[src/rtl/cpi_pkg.sv]
package cpi_pkg;

  // strobes from the sequencer to the buffer datapath
  typedef struct packed {
    logic wrEn;     // store the incoming sample this cycle
    logic rdEn;     // fetch one sample from the buffer this cycle
    logic rdFirst;  // the fetch is the first prefix sample of a block
  } cpiStrobes_t;

endpackage

[src/rtl/cpi_ram.sv]
module cpi_ram #(
  parameter int DEPTH = 32,
  parameter int WIDTH = 24,
  localparam int AW = $clog2(DEPTH)
) (
  input  logic             clk,
  input  logic             wrEn,
  input  logic [AW-1:0]    wrAddr,
  input  logic [WIDTH-1:0] wrData,
  input  logic             rdEn,
  input  logic [AW-1:0]    rdAddr,
  output logic [WIDTH-1:0] rdData
);

  logic [WIDTH-1:0] mem [DEPTH];

  always_ff @(posedge clk) begin
    if (wrEn) mem[wrAddr] <= wrData;
  end

  // read-before-write on a shared address: the old word is returned
  always_ff @(posedge clk) begin
    if (rdEn) rdData <= mem[rdAddr];
  end

endmodule

[src/rtl/cpi_ctrl.sv]
module cpi_ctrl
  import cpi_pkg::*;
#(
  parameter int N = 32,
  parameter int P = 8,
  localparam int AW = $clog2(N),
  localparam int CW = $clog2(N + P + 1)
) (
  input  logic          clk,
  input  logic          rstN,
  input  logic          inValid,
  output cpiStrobes_t   strobes,
  output logic [AW-1:0] wrAddr,
  output logic [AW-1:0] rdAddr
);

  logic [AW-1:0] wrCnt;
  logic [CW-1:0] rdCnt;
  logic          rdActive;
  logic          tailHit;
  logic          lastRead;

  assign tailHit  = inValid && (wrCnt == AW'(N - P));
  assign lastRead = rdActive && (rdCnt == CW'(N + P - 1));

  // write pointer, one step per accepted sample, wraps modulo N
  always_ff @(posedge clk) begin
    if (!rstN) begin
      wrCnt <= '0;
    end else if (inValid) begin
      wrCnt <= (wrCnt == AW'(N - 1)) ? '0 : wrCnt + 1'b1;
    end
  end

  // reader: armed by the write of sample N-P, runs N+P cycles
  always_ff @(posedge clk) begin
    if (!rstN) begin
      rdActive <= 1'b0;
      rdCnt    <= '0;
      rdAddr   <= '0;
    end else if (tailHit) begin
      rdActive <= 1'b1;
      rdCnt    <= '0;
      rdAddr   <= AW'(N - P);
    end else if (rdActive) begin
      rdActive <= !lastRead;
      rdCnt    <= rdCnt + 1'b1;
      rdAddr   <= (rdAddr == AW'(N - 1)) ? '0 : rdAddr + 1'b1;
    end
  end

  always_comb begin
    strobes.wrEn    = inValid;
    strobes.rdEn    = rdActive;
    strobes.rdFirst = rdActive && (rdCnt == '0);
  end

  assign wrAddr = wrCnt;


  tail_contig_chk: assert property (@(posedge clk) disable iff (!rstN)
    (rdActive && (rdCnt < CW'(P - 1))) |-> inValid);


  restart_idle_chk: assert property (@(posedge clk) disable iff (!rstN)
    tailHit |-> (!rdActive || lastRead));


  prefix_addr_chk: assert property (@(posedge clk) disable iff (!rstN)
    strobes.rdFirst |-> (rdAddr == AW'(N - P)));


  body_wrap_chk: assert property (@(posedge clk) disable iff (!rstN)
    (rdActive && (rdCnt == CW'(P))) |-> (rdAddr == '0));

endmodule

[src/rtl/cpi_datapath.sv]
module cpi_datapath
  import cpi_pkg::*;
#(
  parameter int N = 32,
  parameter int P = 8,
  parameter int DATA_W = 12,
  localparam int AW = $clog2(N),
  localparam int CW = $clog2(N + P + 1)
) (
  input  logic              clk,
  input  logic              rstN,
  input  cpiStrobes_t       strobes,
  input  logic [AW-1:0]     wrAddr,
  input  logic [AW-1:0]     rdAddr,
  input  logic [DATA_W-1:0] inRe,
  input  logic [DATA_W-1:0] inIm,
  output logic              outValid,
  output logic              outSob,
  output logic [DATA_W-1:0] outRe,
  output logic [DATA_W-1:0] outIm
);

  logic [2*DATA_W-1:0] ramQ;
  logic [CW-1:0]       lenCnt;

  cpi_ram #(.DEPTH(N), .WIDTH(2 * DATA_W)) u_ram (
    .clk   (clk),
    .wrEn  (strobes.wrEn),
    .wrAddr(wrAddr),
    .wrData({inRe, inIm}),
    .rdEn  (strobes.rdEn),
    .rdAddr(rdAddr),
    .rdData(ramQ)
  );

  // flags follow the one-cycle read latency of the buffer
  always_ff @(posedge clk) begin
    if (!rstN) begin
      outValid <= 1'b0;
      outSob   <= 1'b0;
    end else begin
      outValid <= strobes.rdEn;
      outSob   <= strobes.rdFirst;
    end
  end

  assign outRe = ramQ[2*DATA_W-1:DATA_W];
  assign outIm = ramQ[DATA_W-1:0];

  // run-length counter used only by the checks below
  always_ff @(posedge clk) begin
    if (!rstN)         lenCnt <= '0;
    else if (outSob)   lenCnt <= CW'(1);
    else if (outValid) lenCnt <= lenCnt + 1'b1;
  end


  sob_valid_chk: assert property (@(posedge clk) disable iff (!rstN)
    outSob |-> outValid);


  run_opens_sob_chk: assert property (@(posedge clk) disable iff (!rstN)
    $rose(outValid) |-> outSob);


  run_len_chk: assert property (@(posedge clk) disable iff (!rstN)
    $fell(outValid) |-> (lenCnt == CW'(N + P)));


  chain_len_chk: assert property (@(posedge clk) disable iff (!rstN)
    (outSob && $past(outValid)) |-> (lenCnt == CW'(N + P)));

endmodule

[src/rtl/cyclic_prefix_inserter.sv]
module cyclic_prefix_inserter
  import cpi_pkg::*;
#(
  parameter int N = 32,
  parameter int P = 8,
  parameter int DATA_W = 12,
  localparam int AW = $clog2(N)
) (
  input  logic              clk,
  input  logic              rstN,
  input  logic              inValid,
  input  logic [DATA_W-1:0] inRe,
  input  logic [DATA_W-1:0] inIm,
  output logic              outValid,
  output logic              outSob,
  output logic [DATA_W-1:0] outRe,
  output logic [DATA_W-1:0] outIm
);

  cpiStrobes_t   strobes;
  logic [AW-1:0] wrAddr;
  logic [AW-1:0] rdAddr;

  cpi_ctrl #(.N(N), .P(P)) u_ctrl (
    .clk    (clk),
    .rstN   (rstN),
    .inValid(inValid),
    .strobes(strobes),
    .wrAddr (wrAddr),
    .rdAddr (rdAddr)
  );

  cpi_datapath #(.N(N), .P(P), .DATA_W(DATA_W)) u_datapath (
    .clk     (clk),
    .rstN    (rstN),
    .strobes (strobes),
    .wrAddr  (wrAddr),
    .rdAddr  (rdAddr),
    .inRe    (inRe),
    .inIm    (inIm),
    .outValid(outValid),
    .outSob  (outSob),
    .outRe   (outRe),
    .outIm   (outIm)
  );

endmodule

[config.mk]
export PLATFORM = sky130hd
export DESIGN_NAME = cyclic_prefix_inserter
export DESIGN_NICKNAME = d
export VERILOG_FILES = /design/src/rtl/cpi_pkg.sv /design/src/rtl/cpi_ram.sv /design/src/rtl/cpi_ctrl.sv /design/src/rtl/cpi_datapath.sv /design/src/rtl/cyclic_prefix_inserter.sv
export SDC_FILE = /design/constraint.sdc
export NUM_CORES = 1
export LEC_CHECK = 0
export ABC_AREA = 1
export CAP_MARGIN = 20
export CORE_MARGIN = 3
export CORE_UTILIZATION = 60
export DETAILED_ROUTE_END_ITERATION = 7
export HOLD_SLACK_MARGIN = 0.03
export MAX_ROUTING_LAYER = met4
export PLACE_DENSITY = 0.76
export SYNTH_ARGS = -nofsm -noshare
export SYNTH_HDL_FRONTEND = slang
export SYNTH_SLANG_ARGS = --single-unit
export TNS_END_PERCENT = 1
[constraint.sdc]
create_clock -name clk -period 5.25 [get_ports clk]
set_input_delay 1.05 -clock clk [delete_from_list [all_inputs] [get_ports clk]]
set_output_delay 1.05 -clock clk [all_outputs]
set_load 0.1 [all_outputs]
==> out/metrics.csv <==
metric;value;unit
outcome;complete, no violations;
drt-pass1-iter-count;6;
synth.distinct_cells;24;
cts_setup_buffers;0;
grt_pass1_vias;20300;
initial_core_util;61.2;%
syn-num-nets;2777;
die_area;56900;um2
whs_path_depth;2;
timing.fmax;287;MHz
finalSetupViolations;0;
antenna_found_initial;1;
avgSynthCellArea;11.8;um2
grt_pass1_wl;124000;um
dp_hpwl;47400;um
syn_area;32400;um2
synth_area_leaders;edfxtp_1, nand2_1, nand3_1;
num_vias;21300;
clock_latency;0.63;ns
holdWs;0.503;ns
post-route-min-period;3.49;ns
max-vdd-ir-drop;361;uV
end_kind;flop;
drt_iter0_drc;3064;
rsz0062_at_grt;no;
p_seq_share;54.8;%
yosysMostFrequentCell;nand2_1;
grt_max_degree;239;
drive_gt1_share;7.12;%
cp_data_required_time;5.75;ns
area.growth.synth_to_final;10.7;%
cts_tree;built;
ff2ff_path_depth;8;
hold_viol;0;
slew_headroom;18.3;%
htreeDepth;3;
drcViolationCount;0;
postRouteAntennaNets;0;
fill_cells;3720;
final_nets;2780;
tns;0;ns
switching_share;19.9;%
grtUsageTotal;31.0;%
path_max_fanout;90;
fp.coreArea;53000;um2
clockBufferDepth;3;
routedWlPerCell;24.2;um
postSynthCellCount;2741;
ctsHoldBuffers;0;
synth_edf_count;792;
place.gp.congestion;0.896;
place_ws;1.39;ns
crit_arrival;3.98;ns
min_period_over_period;66.4;%
top_level_ports;53;
yosys.area.top_type;edfxtp_1;
path_class;flop to flop;
numCtsBuffers;80;
via_per_inst;6.09;
die_h;238;um
num_rows;84;
cp-start-kind;flop;
p_switching;2.60;mW
synth.cells.most_frequent;nand2_1, edfxtp_1, nand3_1;
comb_power_share;2.1;%
clock-sinks;811;
fin_ws;1.76;ns
slew_violations;0;
synth_top_area_share;73.4;%
fin_worst_skew;0.0166;ns
powerDensity;364;nW/um2
drv_cap;0;
yosysSeqAreaShare;74.5;%
worst_pin_slew;1.22;ns
grt_overflow;0;
yosys_register_bits;811;
clockRootBuffer;clkbuf_16;
die_x;238;um
wl;84800;um
path_clk_slew;0.06;ns
clockPowerShare;43.1;%
synth_flop_cell;edfxtp_1;
yosysWarnings;0;
cts_resized;0;
async_reset_ff_share;0;%
utilization;67.8;%
hold_class;flop to flop;
p_leak;12.9;nW
p_int;10.5;mW
portBuffers;52;
-- cells by family (layout without fill, tap and decap cells) --
kind of cell | after synthesis | after routing | share of synthesized area [%]
XOR/XNOR | 2 | 2 | 0.0540
adder cells (fa/ha/maj) | 9 | 9 | 0.347
other | 0 | 2 | 0
flip-flops | 811 | 811 | 74.5
AND/OR/NAND/NOR | 1628 | 1628 | 20.5
AO/OA/AOI/OAI | 115 | 115 | 1.79
buffers and inverters | 176 | 244 | 2.73
-- cells in the final DEF, fill, tap and decap left out, drive strengths merged, types with 9 or more instances in the layout --
cell	count
clkdlybuf4s50	28
inv	25
clkinv	30
nor2	74
clkbuf	106
dfxtp	19
edfxtp	792
buf	45
ha	9
nand3	417
a21oi	108
nand2	1128
-- power groups by stage --
stage | Clock [mW] | Combinational [mW] | Sequential [mW]
after global routing | 5.94 | 0.284 | 7.16
final | 5.63 | 0.272 | 7.16
after global placement | 0 | 0.256 | 7.30
after floorplan | 0 | 0.0662 | 7.30
after detailed placement | 0 | 0.267 | 7.30
after CTS | 5.66 | 0.268 | 7.16
-- state kept, by name, summed over array words and instances, names as in the netlist --
signal	count
u_ctrl.rdActive	1
u_ctrl.wrAddr	5
u_datapath.u_ram.rdData	24
u_datapath.outValid	1
u_ctrl.rdCnt	6
u_datapath.u_ram.mem	768
u_ctrl.rdAddr	5
u_datapath.outSob	1
-- stage by stage --
| step | instance area, um2 | cells | power [mW] |
|---|---|---|---|
| 2_1_floorplan | 32400 | 2741 | 7.36 |
| 3_3_place_gp | 33300 | 3348 | 7.55 |
| 3_5_place_dp | 33300 | 3349 | 7.57 |
| 4_1_cts | 35900 | 3496 | 13.1 |
| 5_1_grt | 35900 | 3497 | 13.4 |
| 6_report | 35900 | 3499 | 13.1 |
-- critical path, stage by stage, from the launching register on --
cell	delay, ns
dfxtp_4	0.67
buf_4	0.80
buf_4	0.92
nand2_1	0.17
a21oi_1	0.26
nor2_1	0.09
nand2_1	0.09
nand3_1	0.17
nand2_1	0.11
-- path summary, 6_finish.rpt --
check	start	to	slack [ns]
max	u_ctrl.rdAddr[0]	u_datapath.u_ram.rdData[22]	1.76
min reg2reg	u_ctrl.rdCnt[5]	u_ctrl.rdCnt[5]	0.50
min	u_ctrl.rdCnt[5]	u_ctrl.rdCnt[5]	0.50
max reg2reg	u_ctrl.rdAddr[0]	u_datapath.u_ram.rdData[22]	1.76
-- per-layer routing --
metal	track usage [%]	share of wire [%]	up-vias
met3	5.94	11	241
li1	-	-	9508
met5	-	0	-
met4	14.5	5.3	0
met2	48.0	47	1283
met1	40.2	36	10300
-- layout make-up --
class | instances | area (um2) | area share, %
Timing Repair Buffer | 73 | 598 | 1.67
Inverter | 24 | 108 | 0.300
Clock inverter | 41 | 354 | 0.986
Antenna cell | 2 | 5.00 | 0.0139
Clock buffer | 106 | 2230 | 6.20
Sequential cell | 811 | 24200 | 67.3
Tap cell | 688 | 861 | 2.40
Multi-Input combinational cell | 1754 | 7570 | 21.1
Power figures use the tool's default switching activity.
